===== src/rtl/rfc_pkg.sv =====
package rfc_pkg;
  typedef enum logic [1:0] {
    DTR_SOFT  = 2'b00,
    DTR_AUTO  = 2'b01,
    DTR_FORCE_ON  = 2'b10,
    DTR_FORCE_OFF = 2'b11
  } dtr_sel_e;
endpackage


===== src/rtl/rfc_hyst.sv =====
// Hysteresis comparator: the upper limit takes priority over the lower.
module rfc_hyst #(
  parameter int LVL_W = 8
) (
  input  logic             clk,
  input  logic             rst_n,
  input  logic [LVL_W-1:0] level,
  input  logic [LVL_W-1:0] hi,
  input  logic [LVL_W-1:0] lo,
  output logic             hold_off
);
  logic at_top, below_floor;

  always_comb begin
    at_top      = (level >= hi);
    below_floor = (level < lo);
  end

  always_ff @(posedge clk or negedge rst_n) begin
    if (!rst_n)           hold_off <= 1'b0;
    else if (at_top)      hold_off <= 1'b1;
    else if (below_floor) hold_off <= 1'b0;
  end
endmodule


===== src/rtl/rfc_sync.sv =====
// Multi-stage synchronizer for an asynchronous pin; reset value is a parameter.
module rfc_sync #(
  parameter int   STAGES  = 2,
  parameter logic RST_VAL = 1'b0
) (
  input  logic clk,
  input  logic rst_n,
  input  logic d,
  output logic q
);
  logic [STAGES-1:0] chain;

  always_ff @(posedge clk or negedge rst_n) begin
    if (!rst_n) begin
      chain <= {STAGES{RST_VAL}};
    end else begin
      chain[0] <= d;
      for (int i = 1; i < STAGES; i++) chain[i] <= chain[i-1];
    end
  end

  assign q = chain[STAGES-1];
endmodule


===== src/rtl/rfc_pin_mux.sv =====
// Selects the source of each handshake output pin.
module rfc_pin_mux
  import rfc_pkg::*;
(
  input  logic     hold_off,
  input  logic     rts_auto_en,
  input  logic     sw_rts,
  input  dtr_sel_e dtr_sel,
  input  logic     sw_dtr,
  output logic     rts_n,
  output logic     dtr_n
);
  always_comb begin
    rts_n = rts_auto_en ? hold_off : ~sw_rts;
    unique case (dtr_sel)
      DTR_SOFT:      dtr_n = ~sw_dtr;
      DTR_AUTO:      dtr_n = hold_off;
      DTR_FORCE_ON:  dtr_n = 1'b0;
      DTR_FORCE_OFF: dtr_n = 1'b1;
    endcase
  end
endmodule


===== src/rtl/rx_flow_ctrl.sv =====
module rx_flow_ctrl
  import rfc_pkg::*;
#(
  parameter int LVL_W       = 8,
  parameter int SYNC_STAGES = 2
) (
  input  logic             clk,
  input  logic             rst_n,
  input  logic [LVL_W-1:0] rx_level,
  input  logic [LVL_W-1:0] thr_hi,
  input  logic [LVL_W-1:0] thr_lo,
  input  logic             rts_auto_en,
  input  logic [1:0]       dtr_mode,
  input  logic             sw_rts,
  input  logic             sw_dtr,
  input  logic             cts_gate_en,
  input  logic             dsr_gate_en,
  input  logic             cts_n,
  input  logic             dsr_n,
  output logic             rts_n,
  output logic             dtr_n,
  output logic             tx_permit
);
  localparam int NPEER = 2;

  logic             hold_off;
  logic [NPEER-1:0] peer_raw, peer_sync, peer_gate;

  rfc_hyst #(.LVL_W(LVL_W)) u_hyst (
    .clk(clk), .rst_n(rst_n), .level(rx_level),
    .hi(thr_hi), .lo(thr_lo), .hold_off(hold_off)
  );

  rfc_pin_mux u_mux (
    .hold_off(hold_off), .rts_auto_en(rts_auto_en), .sw_rts(sw_rts),
    .dtr_sel(dtr_sel_e'(dtr_mode)), .sw_dtr(sw_dtr),
    .rts_n(rts_n), .dtr_n(dtr_n)
  );

  assign peer_raw  = {dsr_n, cts_n};
  assign peer_gate = {dsr_gate_en, cts_gate_en};

  for (genvar g = 0; g < NPEER; g++) begin : g_peer
    rfc_sync #(.STAGES(SYNC_STAGES), .RST_VAL(1'b0)) u_sync (
      .clk(clk), .rst_n(rst_n), .d(peer_raw[g]), .q(peer_sync[g])
    );
  end

  // A peer that is gated and reports "not ready" (high) holds off new characters.
  assign tx_permit = ~|(peer_sync & peer_gate);
endmodule


===== config.mk =====
export PLATFORM = sky130hd
export DESIGN_NAME = rx_flow_ctrl
export DESIGN_NICKNAME = d
export VERILOG_FILES = /design/src/rtl/rfc_pkg.sv /design/src/rtl/rfc_hyst.sv /design/src/rtl/rfc_sync.sv /design/src/rtl/rfc_pin_mux.sv /design/src/rtl/rx_flow_ctrl.sv
export SDC_FILE = /design/constraint.sdc
export NUM_CORES = 1
export LEC_CHECK = 0
export BUFFER_PORTS_ARGS = -buffer_cell sky130_fd_sc_hd__buf_2
export CELL_PAD_IN_SITES_DETAIL_PLACEMENT = 1
export CELL_PAD_IN_SITES_GLOBAL_PLACEMENT = 2
export CORE_ASPECT_RATIO = 0.5
export CORE_MARGIN = 3
export CORE_UTILIZATION = 21
export DETAILED_ROUTE_END_ITERATION = 8
export GPL_TIMING_DRIVEN = 0
export PLACE_DENSITY_LB_ADDON = 0.25
export RECOVER_POWER = 25
export SLEW_MARGIN = 20
export SYNTH_ARGS = -nofsm -noshare
export SYNTH_HDL_FRONTEND = slang
export SYNTH_HIERARCHICAL = 1
export SYNTH_SLANG_ARGS = --single-unit

===== constraint.sdc =====
create_clock -name clk -period 1.29 [get_ports clk]
set_input_delay 0.0645 -clock clk [delete_from_list [all_inputs] [get_ports clk]]
set_output_delay 0.0645 -clock clk [all_outputs]
set_load 0.005 [all_outputs]

After elaboration in Yosys (flattened, before gate mapping) --
Index checks and enable logic that the tools add are counted.
Operators by class: bitwise logic cells 3, equal/unequal tests 3, reductions and logical operators 4, $lt $le $gt $ge 2, mux-type cells 4
Operator list (number):
- greater-or-equal comparator 8 bit | 1
- < comparator 8 bit | 1
- equality test 2 bit, second input constant | 2
- case mux 1 bit (4 select lines) | 1
- two-way mux 1 bit | 3
- AND 2 bit | 1
- equality test 2 x 1 -> 1 bit, second input constant | 1
- zero test 2 bit | 1
- inverter 1 bit | 2
- nonzero test 2 bit | 1
- OR reduction 2 bit | 1
- zero test 1 bit | 1
Word-level totals: bits in registers 5, output and inout port bits 3, input port bits 35

Longest topological paths before layout --
depth in word-level cells 3, mapped depth 6, gate-level depth less buffers 6

Cells and area by module --
Netlist, hierarchy kept.
By module, submodules not included:
- rfc_hyst | seq. area each 25.0 um2, cells an instance 50, area each 417.9 um2, times used 1
- rfc_sync | seq. area each 50.0 um2, cells an instance 2, area each 50.0 um2, times used 2
- rfc_pin_mux | seq. area each 0.0 um2, cells an instance 4, area each 26.3 um2, times used 1
- rx_flow_ctrl | seq. area each 0.0 um2, cells an instance 1, area each 12.5 um2, times used 1

Worst setup path after synthesis --
Ideal clock, no wire load.
path kind input port to flip-flop, from in thr_lo[1], to reg u_hyst.hold_off, stages 5, required time 1.158 ns, buffers on the path 0, arrival time 0.914 ns, setup slack 0.244 ns, path through inv_1 > ha_1 > a2111oi_4 > a2bb2oi_1 > nand3_1
Between the ends: longest elaborated chain between the ends 2
Ends and longest elaborated chain:
- start, declared | line rx_flow_ctrl.sv:11 | input logic [LVL_W-1:0] thr_lo,
- < comparator 8 bit | line rfc_hyst.sv:16 | below_floor = (level < lo);
- nonzero test 2 bit (no line)
- end signal, assigned | line rfc_hyst.sv:20 | if (!rst_n) hold_off <= 1'b0;
- end signal, assigned | line rfc_hyst.sv:21 | else if (at_top) hold_off <= 1'b1;
- end signal, assigned | line rfc_hyst.sv:22 | else if (below_floor) hold_off <= 1'b0;
- end, declared | line rfc_hyst.sv:10 | output logic hold_off
Every way passes these cells. A chain may end at the register's enable or synchronous reset.

==> out/qor.yml <==
status: "complete, no violations"
cts_max_level: 1
finalHoldViolCount: 0
syn_area_um2: 556.8
power.density_nw_per_um2: 779.3
finalNetCount: 154
fin_ws_ns: 0.1701
tritoncts: "done"
ir_drop_uv: 276.6
cts_sinks: 5
drive_above_1_share_pct: 40.78
tightestPinTransition_ns: 0.2608
critical_path_class: "flop to flop"
period_needed_ns: 1.120
path_clk_slew_ns: 0.03
cp.arrival_ns: 1.20
leakage_nw: 0.5107
antenna_left: 0
slew_headroom_pct: 82.62
setup_viol: 0
via_count: 583
cp_max_fo: 4
timing.fmax_mhz: 892.9
start_kind: "flop"
coreArea_um2: 2357
start_util_pct: 23.62
r2r_setup_slack_ns: 0.17
grt_max_degree: 6
cp-end-kind: "flop"
fp.dieW_um: 78.82
r2r.worst_path.cells: 4
n_antenna_cell: 0
nFillCells: 307
gr-usage-met2_pct: 19.06
setup-tns-final_ns: 0
first_global_vias: 658
gp_congestion: 0.6745
overflow: 0
worst_clock_skew_ns: 0.0001111
syn_area_per_cell_um2: 9.437
die-area_um2: 3343
ys_seq_area_share_pct: 22.47
first_pass_iters: 2
port_buffers: 37
remaining_drc_errors: 0
routed_wl_mm: 1.597
grt-busiest-layer: "met2"
ys_types: 21
grt_usage_pct: 10.77
pin_count: 38
area_delta_synth_final_pct: 54.38
cts_buffer_depth: 2
cap_violations: 0
dpl_cell_area_um2: 785.8
syn_nets: 109
use_met1_pct: 12.15
grt_use_met3_pct: 2.790
cts_buffers: 3
rr_endpoint: "u_hyst/hold_off$_DFFE_PN0P_"
reg2reg_from: "u_hyst/hold_off$_DFFE_PN0P_"
clkLatencyLatePin_ns: 0.22
hp-class: "primary input to async pin"
startpoint: "u_hyst/hold_off$_DFFE_PN0P_"
slew_viol_final: 0
die_h_um: 42.41
syn_inst: 59
wl_per_cell_um: 11.57
min_period_over_period_pct: 86.81
core.rowCount: 12
antenna_found_initial: 0
synth_seq_cells: 5
clock-root-buffer: "clkbuf_8"
final_area_um2: 859.6
via_per_inst: 4.225
grt_pass1_wl_mm: 2.766
critical_path.endpoint: "u_hyst/hold_off$_DFFE_PN0P_"
yosys_warnings: 6
required_ns: 1.37
place_ws_ns: 0.01896
hpwlAfterDp_mm: 1.465
rsz0062_at_grt: "no"
drtIter0Drc: 9
==> where the power goes <==
group          internal (mW)  switching, mW
clock                  0.212         0.0733
combinational          0.114         0.0926
sequential             0.170        0.00865
total                  0.495          0.175
==> worst min path at each step <==
stage | startpoint | to | slack [ns] | cells after the start
detailed placement | rst_n | u_hyst/hold_off$_DFFE_PN0P_ | -0.11 | 1
CTS | rst_n | g_peer[1].u_sync/chain[1]$_DFF_PN0_ | 0.18 | 2
floorplan | rst_n | g_peer[0].u_sync/chain[0]$_DFF_PN0_ | -0.23 | 0
global placement | rst_n | u_hyst/hold_off$_DFFE_PN0P_ | -0.12 | 1
global route | rst_n | g_peer[1].u_sync/chain[1]$_DFF_PN0_ | 0.27 | 2
finish | rst_n | u_hyst/hold_off$_DFFE_PN0P_ | 0.22 | 2
==> repair_timing <==
item | in CTS | in global routing
endpoints found under the hold margin | 7 | 0
hold buffers | 3 | 0
setup buffers | 0 | 0
gates resized for setup | 0 | 0
setup endpoints to repair | 0 | 0
==> worst max-delay path, cell delays in order (launching register included) <==
cell	delay (ns)
dfrtp_1	0.40
and3_1	0.21
o2111ai_1	0.10
a2bb2oi_1	0.17
nand3_1	0.10
==> layer usage <==
metal / wire, um / up-vias
met5: 0 / -
met4: 19 / 0
met3: 72 / 2
met2: 816 / 17
met1: 687 / 270
li1: - / 294
==> sequential cells by signal, summed over array words and instances (netlist names) <==
signal	count
u_hyst/hold_off	1
g_peer.u_sync/chain	4
==> metrics by stage <==
step	power [mW]	utilization [%]	std cells	hold WS (ns)
6_report	0.6699	36.46	138	0.2244
3_5_place_dp	0.3834	33.33	131	-0.1137
4_1_cts	0.6861	36.52	138	0.1843
5_1_grt	0.7278	36.46	138	0.2741
2_1_floorplan	0.2824	-	59	-0.2311
3_3_place_gp	0.3708	33.33	131	-0.1224
==> area by class of cell <==
cell class                 instances  area, um2  share of cell area (%)
sequential                         5      125.1                   14.56
multi-input combinational         38      371.6                   43.23
timing repair buffer              40      214.0                   24.89
inverter                          16      60.06                   6.987
tap                               35      43.79                   5.095
clock buffer                       4      45.04                   5.240
==> cell families (layout without fill, tap and decap cells) <==
kind of cell | after synthesis | in the layout | synth area share (%)
compound gates | 16 | 16 | 24.27
fa+ha+maj | 15 | 15 | 33.71
buf+inv | 16 | 60 | 10.79
flops | 5 | 5 | 22.47
mux | 1 | 1 | 1.798
simple gates | 6 | 6 | 6.963
==> Yosys cell counts <==
cell type   n  area share (%)
a211o_1     1             1.6
and3_1      2             2.2
dfrtp_1     5              22
mux2i_1     1             1.8
o31ai_1     1             1.3
nor2_1      1            0.67
a2111oi_4   1             4.9
o21ai_0     2             1.8
ha_1       15              34
o2111ai_1   1             1.6
nand3_1     1            0.90
o211ai_1    1             1.3
a2bb2oi_1   1             1.6
a21oi_1     4             3.6
inv_1      16              11
nand2b_4    1             2.5
nand2_1     1            0.67
a22oi_2     1             2.2
o21a_1      1             1.3
o221ai_1    1             1.6
a21o_1      1             1.3
==> placed cells by master, fill, tap and decap left out, types with 2 or more instances in the layout <==
cell	count
ha_1	15
dfrtp_1	5
clkbuf_1	2
a21oi_1	4
inv_1	16
clkbuf_8	3
and3_1	2
dlygate4sd3_1	3
buf_2	36
o21ai_0	2
Note: power is estimated with default switching activity, not from simulation.
